--- config.mk ---
export PLATFORM = sky130hd
export DESIGN_NAME = approx_err_tol_adder
export DESIGN_NICKNAME = d
export VERILOG_FILES = /design/src/rtl/eta_pkg.sv /design/src/rtl/eta_upper_ripple.sv /design/src/rtl/eta_lower_fill.sv /design/src/rtl/approx_err_tol_adder.sv
export SDC_FILE = /design/constraint.sdc
export NUM_CORES = 1
export LEC_CHECK = 0
export BUFFER_PORTS_ARGS = -buffer_cell sky130_fd_sc_hd__buf_2
export CAP_MARGIN = 40
export CORE_AREA = 5 5 42 44
export DETAILED_ROUTE_END_ITERATION = 12
export DIE_AREA = 0 0 47 49
export GPL_ROUTABILITY_DRIVEN = 0
export SYNTH_ARGS = -nofsm -noshare
export SYNTH_HDL_FRONTEND = slang
export SYNTH_SLANG_ARGS = --single-unit
--- constraint.sdc ---
create_clock -name vclk -period 5.2
set_input_delay 1.04 -clock vclk [all_inputs]
set_output_delay 1.04 -clock vclk [all_outputs]
set_load 0.02 [all_outputs]
--- src/rtl/eta_pkg.sv ---
`timescale 1ns/1ps
package eta_pkg;
  // Width of the accurate field for a given operand width and cut point.
  function automatic int unsigned hi_width(input int unsigned width, input int unsigned low_w);
    return (low_w >= width) ? 0 : width - low_w;
  endfunction
endpackage

--- src/rtl/eta_upper_ripple.sv ---
`timescale 1ns/1ps
module eta_upper_ripple #(
  parameter int unsigned HI_W = 4
) (
  input  logic [HI_W-1:0] a_i,
  input  logic [HI_W-1:0] b_i,
  output logic [HI_W:0]   s_o
);
  // Exact ripple addition with no carry in from the lower field.
  always_comb begin
    logic c;
    c = 1'b0;
    for (int i = 0; i < int'(HI_W); i++) begin
      s_o[i] = a_i[i] ^ b_i[i] ^ c;
      c      = (a_i[i] & b_i[i]) | (c & (a_i[i] ^ b_i[i]));
    end
    s_o[HI_W] = c;
  end
endmodule

--- src/rtl/eta_lower_fill.sv ---
`timescale 1ns/1ps
module eta_lower_fill #(
  parameter int unsigned LO_W = 4
) (
  input  logic [LO_W-1:0] a_i,
  input  logic [LO_W-1:0] b_i,
  output logic [LO_W-1:0] s_o
);
  // Scan from the top bit downward. Once a double-1 is seen, fill with ones.
  always_comb begin
    logic fill;
    fill = 1'b0;
    for (int i = int'(LO_W) - 1; i >= 0; i--) begin
      fill   = fill | (a_i[i] & b_i[i]);
      s_o[i] = fill | (a_i[i] ^ b_i[i]);
    end
  end
endmodule

--- src/rtl/approx_err_tol_adder.sv ---
`timescale 1ns/1ps
module approx_err_tol_adder #(
  parameter int unsigned WIDTH = 8,
  parameter int unsigned LOW_W = WIDTH / 2
) (
  input  logic [WIDTH-1:0] opa,
  input  logic [WIDTH-1:0] opb,
  input  logic             en,
  output logic [WIDTH:0]   sum
);
  import eta_pkg::*;

  localparam int unsigned HI_W = hi_width(WIDTH, LOW_W);

  logic [WIDTH:0] approx;

  generate
    if (LOW_W == 0) begin : g_exact
      logic [WIDTH:0] hi_s;
      eta_upper_ripple #(.HI_W(WIDTH)) u_hi (.a_i(opa), .b_i(opb), .s_o(hi_s));
      assign approx = hi_s;
    end else if (HI_W == 0) begin : g_all_low
      logic [WIDTH-1:0] lo_s;
      eta_lower_fill #(.LO_W(WIDTH)) u_lo (.a_i(opa), .b_i(opb), .s_o(lo_s));
      assign approx = {1'b0, lo_s};
    end else begin : g_split
      logic [HI_W:0]  hi_s;
      logic [LOW_W-1:0] lo_s;
      eta_upper_ripple #(.HI_W(HI_W)) u_hi (
        .a_i(opa[WIDTH-1:LOW_W]), .b_i(opb[WIDTH-1:LOW_W]), .s_o(hi_s));
      eta_lower_fill #(.LO_W(LOW_W)) u_lo (
        .a_i(opa[LOW_W-1:0]), .b_i(opb[LOW_W-1:0]), .s_o(lo_s));
      assign approx = {hi_s, lo_s};
    end
  endgenerate

  // Output select: approximate sum or pass-through of the first operand.
  always_comb begin
    if (en) sum = approx;
    else    sum = {1'b0, opa};
  end
endmodule

After elaboration in Yosys (flattened, before gate mapping). Index checks and enable logic that the tools add are counted.

Register bits: 0. Input port bits: 17. Output and inout bits: 9.

Multiplexer cells: 1. Bitwise logic cells: 32.

Operator list (number): AND 1 bit (11); XOR 1 bit (11); bitwise OR 1 bit (10); 2-to-1 mux 9 bit (1).

Logic depth before layout (Yosys ltp). Gate-level depths: netlist of run 1.

Word-level depth: 8. Mapped depth: 7. Gate-level depth less buffers: 7.

Modules after synthesis. Synthesis of run 1 repeated with hierarchy kept, for this count alone.

Cells, all modules: 33. Area, all modules: 327.8 um^2.

Modules (own cells, without submodules): approx_err_tol_adder (times used 1, cells each 10, area each 138.9 um^2); eta_upper_ripple (times used 1, cells each 14, area each 110.1 um^2); eta_lower_fill (times used 1, cells each 9, area each 78.8 um^2).

Worst setup path after synthesis of run 1. No wires, ideal clock.

Path type: input to output. Start: input port opa[4]. End: output port sum[7]. Arrival: 2.562 ns. Data required time: 4.160 ns. Setup slack: 1.598 ns. Cell stages on the path: 7. Cell sequence: ha_1 -> inv_1 -> fa_1 -> inv_1 -> fa_1 -> fa_1 -> mux2_2.

Longest elaborated chain between the ends: 7.

Ends and longest elaborated chain: start, declared (line approx_err_tol_adder.sv:6) `input logic [WIDTH-1:0] opa,`; AND 1 bit (2 in series) (line eta_upper_ripple.sv:15) `c = (a_i[i] & b_i[i]) | (c & (a_i[i] ^ b_i[i]));`; bitwise OR 1 bit (line eta_upper_ripple.sv:15); AND 1 bit (line eta_upper_ripple.sv:15); bitwise OR 1 bit (line eta_upper_ripple.sv:15); XOR 1 bit (line eta_upper_ripple.sv:14) `s_o[i] = a_i[i] ^ b_i[i] ^ c;`; 2-to-1 mux 9 bit (line approx_err_tol_adder.sv:39) `if (en) sum = approx;`; end, declared (line approx_err_tol_adder.sv:9) `output logic [WIDTH:0] sum`.

Every way passes these cells.

Worst setup path in the final report of run 1. Same ends and word-level chain as after synthesis.

==> flow_metrics.env, run 1 <==
export IMPL_path_cells="buf_2, ha_1, inv_1, fa_1, inv_1, fa_1, fa_1, mux2_2, buf_2"
export IMPL_post_route_period_util=0.743
export IMPL_criticalPathCategory="primary input to output port"
export IMPL_dieArea_um2=2300
export IMPL_die_w_um=47
export IMPL_syn_nets=53
export IMPL_syn_area_um2=255
export IMPL_io_buffers=26
export IMPL_crit_buf_inv=4
export IMPL_ctsHoldBuffers=0
export IMPL_dpl_instance_area_um2=394
export IMPL_synthCells=29
export IMPL_required_ns=4.16
export IMPL_critical_path_startpoint_type="primary input"
export IMPL_crit_top_cell="fa_1"
export IMPL_antenna_found_initial=0
export IMPL_crit_path_end_kind="output port"
export IMPL_die_h_um=49
export IMPL_worst_path_largest_cell_delay_ns=0.43
export IMPL_status="complete, no violations"
export IMPL_via_count=303
export IMPL_dr_pass1_iters=1
export IMPL_seq_cell_count=0
export IMPL_layout_min_cycle_time_ns=3.86
export IMPL_grt_overflow_total=0
export IMPL_vdd_drop_max_uv=22.2
export IMPL_p_total_uw=41.7
export IMPL_preCtsSetupSlack_ns=1.31
export IMPL_num_rows=14
export IMPL_p_leak_nw=0.223
export IMPL_antenna_cells=0
export IMPL_slew_headroom=0.823
export IMPL_rsz0062_at_grt="false"
export IMPL_cp_slowest_cell="fa_1"
export IMPL_layout_drive_gt1_share=0.593
export IMPL_drc_errors=0
export IMPL_yosysSeqAreaShare=0
export IMPL_critPathTopFamily="adder cells"
export IMPL_synth_cell_types=12
export IMPL_tightest_slew_ns=0.266
export IMPL_grt_max_degree=14
export IMPL_whs_ns=2.39
export IMPL_synth_top_cells_by_count="inv_1, nor2_1, ha_1"
export IMPL_hold_path_class="primary input to output port"
export IMPL_synth_largest_area_cell="fa_1"
export IMPL_ys_warnings_count=0
export IMPL_hold_viol=0
export IMPL_final_cell_area_um2=394
export IMPL_synth_area_per_cell_um2=8.80
export IMPL_finalSetupViolCount=0
export IMPL_dpl_hpwl_um=607
export IMPL_cts_setup_buffers=0
export IMPL_num_nets_final=80
export IMPL_fillerInstances=170
export IMPL_ctsResizeCount=0
export IMPL_syn2layout_area_growth_pct=54.4
export IMPL_maxCapViolCount=0
export IMPL_track_usage=0.0612
export IMPL_synth_top_area_share=0.235
export IMPL_drv_slew=0
export IMPL_grt_pass1_vias=292
export IMPL_wl_um=661
export IMPL_p_per_area_nw_per_um2=106
export IMPL_drtAntennaViolNets=0
export IMPL_arrival_ns=2.82
export IMPL_regArea_um2=0
export IMPL_grt_pass1_wl_um=1150
export IMPL_synth_area_leaders="fa_1, ha_1, mux2_2"
export IMPL_start_util=0.182
export IMPL_clock_buffers=0
export IMPL_worst_slack_ns=1.34
export IMPL_ios=26
export IMPL_core_area_um2=1400
export IMPL_drt_iter0_drc=0
export IMPL_routedWlPerCell_um=9.44
export IMPL_cp_max_fo=2
export IMPL_fmax_ghz=0.259
export IMPL_via_per_inst=4.33
export IMPL_setup_tns_ns=0
-- power by group --
group / internal, mW / total, mW / switching (mW)
logic: 0.0189 / 0.0417 / 0.0228
registers: 0 / 0 / 0
clock network: 0 / 0 / 0
total: 0.0189 / 0.0417 / 0.0228
-- cells by family (layout without fill, tap and decap cells) --
logic type	after synthesis	count (layout)	share of synthesized area
mux	3	3	0.147
fa+ha+maj	7	7	0.431
simple gates	7	7	0.162
buf+inv	6	31	0.118
compound gates	6	6	0.142
-- path summary, 6_finish.rpt --
kind | to | startpoint | cells past startpoint
worst min-delay path | sum[3] | opa[3] | 3
worst max-delay path | sum[7] | opa[4] | 9
-- cell usage in the layout (no fill, tap or decap), drive strengths merged --
cell type	n
a21o	1
a21oi	3
a31oi	2
and2	1
buf	26
fa	3
ha	4
inv	5
mux2	3
nor2	5
nor4b	1
-- worst min-delay path, stage by stage --
cell,delay [ns]
buf_2,0.09
a21o_2,0.08
buf_2,0.15
-- metal layers --
| layer | GRT usage | up-vias | part of all wire |
|---|---|---|---|
| met5 | 0 | - | 0 |
| met4 | 0 | 0 | 0 |
| met3 | 0.00738 | 0 | 0.12 |
| met2 | 0.127 | 17 | 0.51 |
| met1 | 0.0636 | 138 | 0.37 |
| li1 | - | 148 | - |
-- per-stage QoR --
| stage | std cells | util |
|---|---|---|
| after floorplan | 29 | - |
| after global placement | 70 | 0.281 |
| after detailed placement | 70 | 0.281 |
| after CTS | 70 | 0.281 |
| after global routing | 70 | 0.281 |
| final | 70 | 0.281 |
-- layout make-up --
class	count	area [um2]	share of cell area
multi-input cells	23	225	0.571
repair buffers	26	130	0.330
well taps	16	20.0	0.0508
inverters	5	18.8	0.0476
No activity file was read; power rests on OpenSTA's default activity.
==> inputs of run 2 (changes only) <==
clock period = 3.41 ns   (was 5.2 ns; I/O delays follow)
==> run 2 against run 1 <==
Net effect: global-route usage fell by 0.64 points; non-clock buffer count did not move; hold slack got worse by 0.72 ns; clock-buffer cell count did not move; total power rose by 52%; utilization did not move; cell count did not move.
==> flow_metrics.env, run 2 (synthesized netlist as in run 1, its figures left out) <==
export IMPL_status="complete, no violations"
export IMPL_arrival_ns=2.48
export IMPL_final_cell_mix="buf_2, nor2_1, inv_1, ha_1"
export IMPL_wl_um=654
export IMPL_setup_worst_path_start="opa[4]"
export IMPL_die_w_um=47
export IMPL_dp_cells=70
export IMPL_dpl_hpwl_um=591
export IMPL_ios=26
export IMPL_drc_errors=0
export IMPL_dr_pass1_iters=2
export IMPL_tightest_slew_ns=0.247
export IMPL_rsz0062_at_grt="false"
export IMPL_grt_max_degree=14
export IMPL_cp_max_fo=2
export IMPL_setup_tns_ns=0
export IMPL_utilization=0.281
export IMPL_num_nets_final=80
export IMPL_via_per_inst=4.23
export IMPL_met3_length_um=101
export IMPL_via_count=296
export IMPL_grt_pass1_wl_um=1040
export IMPL_required_ns=2.73
export IMPL_num_rows=14
export IMPL_p_int_uw=28.7
export IMPL_drtAntennaViolNets=0
export IMPL_hold_path_class="primary input to output port"
export IMPL_crit_top_cell="fa_1"
export IMPL_p_seq_frac=0
export IMPL_io_buffers=26
export IMPL_worst_path_largest_cell_delay_ns=0.43
export IMPL_criticalPathCategory="primary input to output port"
export IMPL_worst_slack_ns=0.253
export IMPL_drt_iter0_drc=1
export IMPL_fillerInstances=172
export IMPL_p_total_uw=63.3
export IMPL_critical_path_startpoint_type="primary input"
export IMPL_start_util=0.182
export IMPL_die_h_um=49
export IMPL_power_switching_uw=34.6
export IMPL_ctsResizeCount=0
export IMPL_swShare=0.546
export IMPL_ctsHoldBuffers=0
export IMPL_p_clk_frac=0
export IMPL_post_route_period_util=0.926
export IMPL_preCtsSetupSlack_ns=0.243
export IMPL_wl_met1_um=243
export IMPL_cp_slowest_cell="fa_1"
export IMPL_antenna_cells=0
export IMPL_fmax_ghz=0.317
export IMPL_antenna_found_initial=0
export IMPL_layout_drive_gt1_share=0.593
export IMPL_p_per_area_nw_per_um2=161
export IMPL_finalSetupViolCount=0
export IMPL_drv_slew=0
export IMPL_combPwrFrac=1.000
export IMPL_routedWlPerCell_um=9.34
export IMPL_syn2layout_area_growth_pct=54.4
export IMPL_path_cells="buf_2, ha_1, inv_1, fa_1, inv_1, fa_1, fa_1, mux2_2, buf_2"
export IMPL_wl_met2_um=308
export IMPL_vdd_drop_max_uv=38.2
export IMPL_final_common_cell="buf_2"
export IMPL_regArea_um2=0
export IMPL_grt_overflow_total=0
export IMPL_cts_setup_buffers=0
export IMPL_core_area_um2=1400
export IMPL_dieArea_um2=2300
export IMPL_slew_headroom=0.835
export IMPL_multiInputGateArea_um2=225
export IMPL_stdcell_count=70
export IMPL_critPathCapture="sum[7]"
export IMPL_p_leak_nw=0.223
export IMPL_grt_pass1_vias=249
export IMPL_clock_buffers=0
export IMPL_hold_viol=0
export IMPL_dr_max_layer_used="met3"
export IMPL_seq_cell_count=0
export IMPL_maxCapViolCount=0
export IMPL_track_usage=0.0549
export IMPL_layout_min_cycle_time_ns=3.16
export IMPL_crit_path_end_kind="output port"
## run 2: cell counts in the layout (fill, tap and decap cells not counted)
No cell type changed its count.
## run 2: worst min path at each step
stage | depth (start not counted) | end | slack [ns] | startpoint
after detailed placement | 3 | sum[3] | 1.68 | opa[3]
after floorplan | 1 | sum[3] | 1.49 | opa[3]
after CTS | 3 | sum[3] | 1.68 | opa[3]
after global placement | 3 | sum[3] | 1.68 | opa[3]
final | 3 | sum[3] | 1.68 | opa[3]
after global routing | 3 | sum[3] | 1.72 | opa[3]
## run 2: power by group through the flow
| stage | registers, mW | logic, mW | clock network (mW) |
|---|---|---|---|
| floorplan | 0 | 0.0402 | 0 |
| CTS | 0 | 0.0648 | 0 |
| global route | 0 | 0.0715 | 0 |
| detailed placement | 0 | 0.0646 | 0 |
| global placement | 0 | 0.0629 | 0 |
| finish | 0 | 0.0633 | 0 |
## run 2: area by class of cell
type | instances | share of cell area
Inverter | 5 | 0.0476
Multi-Input combinational cell | 23 | 0.571
Timing Repair Buffer | 26 | 0.330
Tap cell | 16 | 0.0508
## run 2: per-stage QoR
stage	area, um2	hold slack, ns
5_1_grt	394	1.72
3_5_place_dp	394	1.68
6_report	394	1.68
2_1_floorplan	255	1.49
3_3_place_gp	394	1.68
4_1_cts	394	1.68
## run 2: critical path, delay by kind of cell
family	cells	cell delay, ns
adders and majority gates	4	1.15
buffers and inverters	4	0.38
muxes	1	0.27
## run 2: layer usage
metal | global-route usage | vias to the layer above
met1 | 0.0635 | 131
met3 | 0.0111 | 0
met5 | 0 | -
met2 | 0.104 | 17
met4 | 0 | 0
li1 | - | 148
==> inputs of run 3 (changes only) <==
SYNTH_HIERARCHICAL = 1   (was not set)
==> run 3 against run 2 <==
Net effect: flip-flop and latch count did not move; combinational power up 21%; setup slack lost 0.0033 ns; via count rose by 1.4%; synthesized area is 28% higher; hold slack gained 0.049 ns; first-iteration DRC count rose by 100%; maximum frequency down 0.10%; total power is 21% higher; clock-buffer cell count is the same; non-clock buffer count unchanged; critical endpoint unchanged.
==> flow_metrics.env, run 3 <==
export IMPL_layout_drive_gt1_share=0.638
export IMPL_whs_ns=1.73
export IMPL_dr_pass1_iters=3
export IMPL_core_area_um2=1400
export IMPL_dpl_instance_area_um2=467
export IMPL_cp_max_fo=2
export IMPL_final_common_cell="buf_2"
export IMPL_rsz0062_at_grt="false"
export IMPL_critPathTopFamily="adder cells"
export IMPL_arrival_ns=2.48
export IMPL_final_cell_mix="buf_2, inv_1, mux2_4, ha_1, fa_1"
export IMPL_ys_warnings_count=6
export IMPL_num_nets_final=84
export IMPL_clock_buffers=0
export IMPL_criticalPathCategory="primary input to output port"
export IMPL_critical_path_startpoint_type="primary input"
export IMPL_preCtsSetupSlack_ns=0.240
export IMPL_fillerInstances=164
export IMPL_grt_overflow_total=0
export IMPL_post_route_period_util=0.927
export IMPL_grt_pass1_wl_um=979
export IMPL_crit_buf_inv=6
export IMPL_synth_most_common_cell="inv_1"
export IMPL_drtAntennaViolNets=0
export IMPL_p_per_area_nw_per_um2=165
export IMPL_num_rows=14
export IMPL_routedWlPerCell_um=8.38
export IMPL_p_leak_nw=0.289
export IMPL_status="complete, no violations"
export IMPL_grt_pass1_vias=278
export IMPL_final_cell_area_um2=467
export IMPL_track_usage=0.0520
export IMPL_cp_slowest_cell="fa_1"
export IMPL_layout_min_cycle_time_ns=3.16
export IMPL_fmax_ghz=0.316
export IMPL_setup_tns_ns=0
export IMPL_grt_max_degree=10
export IMPL_drv_slew=0
export IMPL_path_cells="buf_2, ha_1, inv_1, fa_1, inv_1, fa_1, inv_1, fa_1, inv_1, mux2_4, buf_2"
export IMPL_regArea_um2=0
export IMPL_die_w_um=47
export IMPL_crit_top_cell="inv_1"
export IMPL_synthCells=33
export IMPL_vdd_drop_max_uv=44.5
export IMPL_worst_path_largest_cell_delay_ns=0.47
export IMPL_synth_top_area_share=0.366
export IMPL_drc_errors=0
export IMPL_io_buffers=26
export IMPL_ios=26
export IMPL_slew_headroom=0.817
export IMPL_wl_um=620
export IMPL_synth_cell_types=12
export IMPL_via_count=300
export IMPL_worst_slack_ns=0.249
export IMPL_ctsHoldBuffers=0
export IMPL_antenna_cells=0
export IMPL_synth_area_per_cell_um2=9.93
export IMPL_ctsResizeCount=0
export IMPL_maxCapViolCount=0
export IMPL_hold_path_class="primary input to output port"
export IMPL_yosysSeqAreaShare=0
export IMPL_antenna_found_initial=0
export IMPL_required_ns=2.73
export IMPL_crit_path_end_kind="output port"
export IMPL_synth_area_leaders="mux2_4, fa_1, ha_1"
export IMPL_utilization=0.333
export IMPL_syn2layout_area_growth_pct=42.4
export IMPL_dieArea_um2=2300
export IMPL_cts_setup_buffers=0
export IMPL_syn_nets=57
export IMPL_finalSetupViolCount=0
export IMPL_synth_top_cells_by_count="inv_1, mux2_4, ha_1"
export IMPL_start_util=0.234
export IMPL_drt_iter0_drc=2
export IMPL_synth_largest_area_cell="mux2_4"
export IMPL_syn_area_um2=328
export IMPL_hold_viol=0
export IMPL_via_per_inst=4.05
export IMPL_tightest_slew_ns=0.275
export IMPL_die_h_um=49
export IMPL_seq_cell_count=0
## run 3: metrics by stage
| stage | cells | power (mW) |
|---|---|---|
| after floorplan | 33 | 0.0536 |
| after global placement | 74 | 0.0767 |
| after detailed placement | 74 | 0.0781 |
| after CTS | 74 | 0.0784 |
| after global routing | 74 | 0.0861 |
| final | 74 | 0.0768 |
## run 3: logic make-up after synthesis
logic type | count (synthesis) | share of synthesized area
buffers and inverters | 11 | 0.149
muxes | 8 | 0.366
adders and majority gates | 7 | 0.336
and+or+nand+nor | 5 | 0.0840
AOI/OAI and AO/OA | 2 | 0.0649
## run 3: final cells by class
cell class / instances / area, um2 / share of cell area
inverter: 10 / 37.5 / 0.0804
multi-input combinational: 22 / 279 / 0.598
tap: 16 / 20.0 / 0.0429
timing repair buffer: 26 / 130 / 0.279
## run 3: power breakdown
group          leakage [nW]  switching [mW]  internal, mW
Clock                     0               0             0
Combinational         0.289          0.0377        0.0391
Sequential                0               0             0
## run 3: per-layer routing
| metal | GRT usage | routed length [um] | share of wire | vias to the layer above |
|---|---|---|---|---|
| li1 | - | - | - | 154 |
| met5 | 0 | 0 | 0 | - |
| met1 | 0.0591 | 236 | 0.38 | 132 |
| met2 | 0.104 | 305 | 0.49 | 14 |
| met3 | 0.00369 | 78 | 0.13 | 0 |
| met4 | 0 | 0 | 0 | 0 |
## run 3: path summary, 6_finish.rpt
check	startpoint	to	slack (ns)	cells after the start
worst min-delay path	opa[5]	sum[5]	1.73	3
worst max-delay path	opa[4]	sum[7]	0.25	11
## run 3: tightest hold or removal path, stage by stage
cell and delay, ns:
buf_2 0.09, mux2_4 0.13, buf_2 0.15
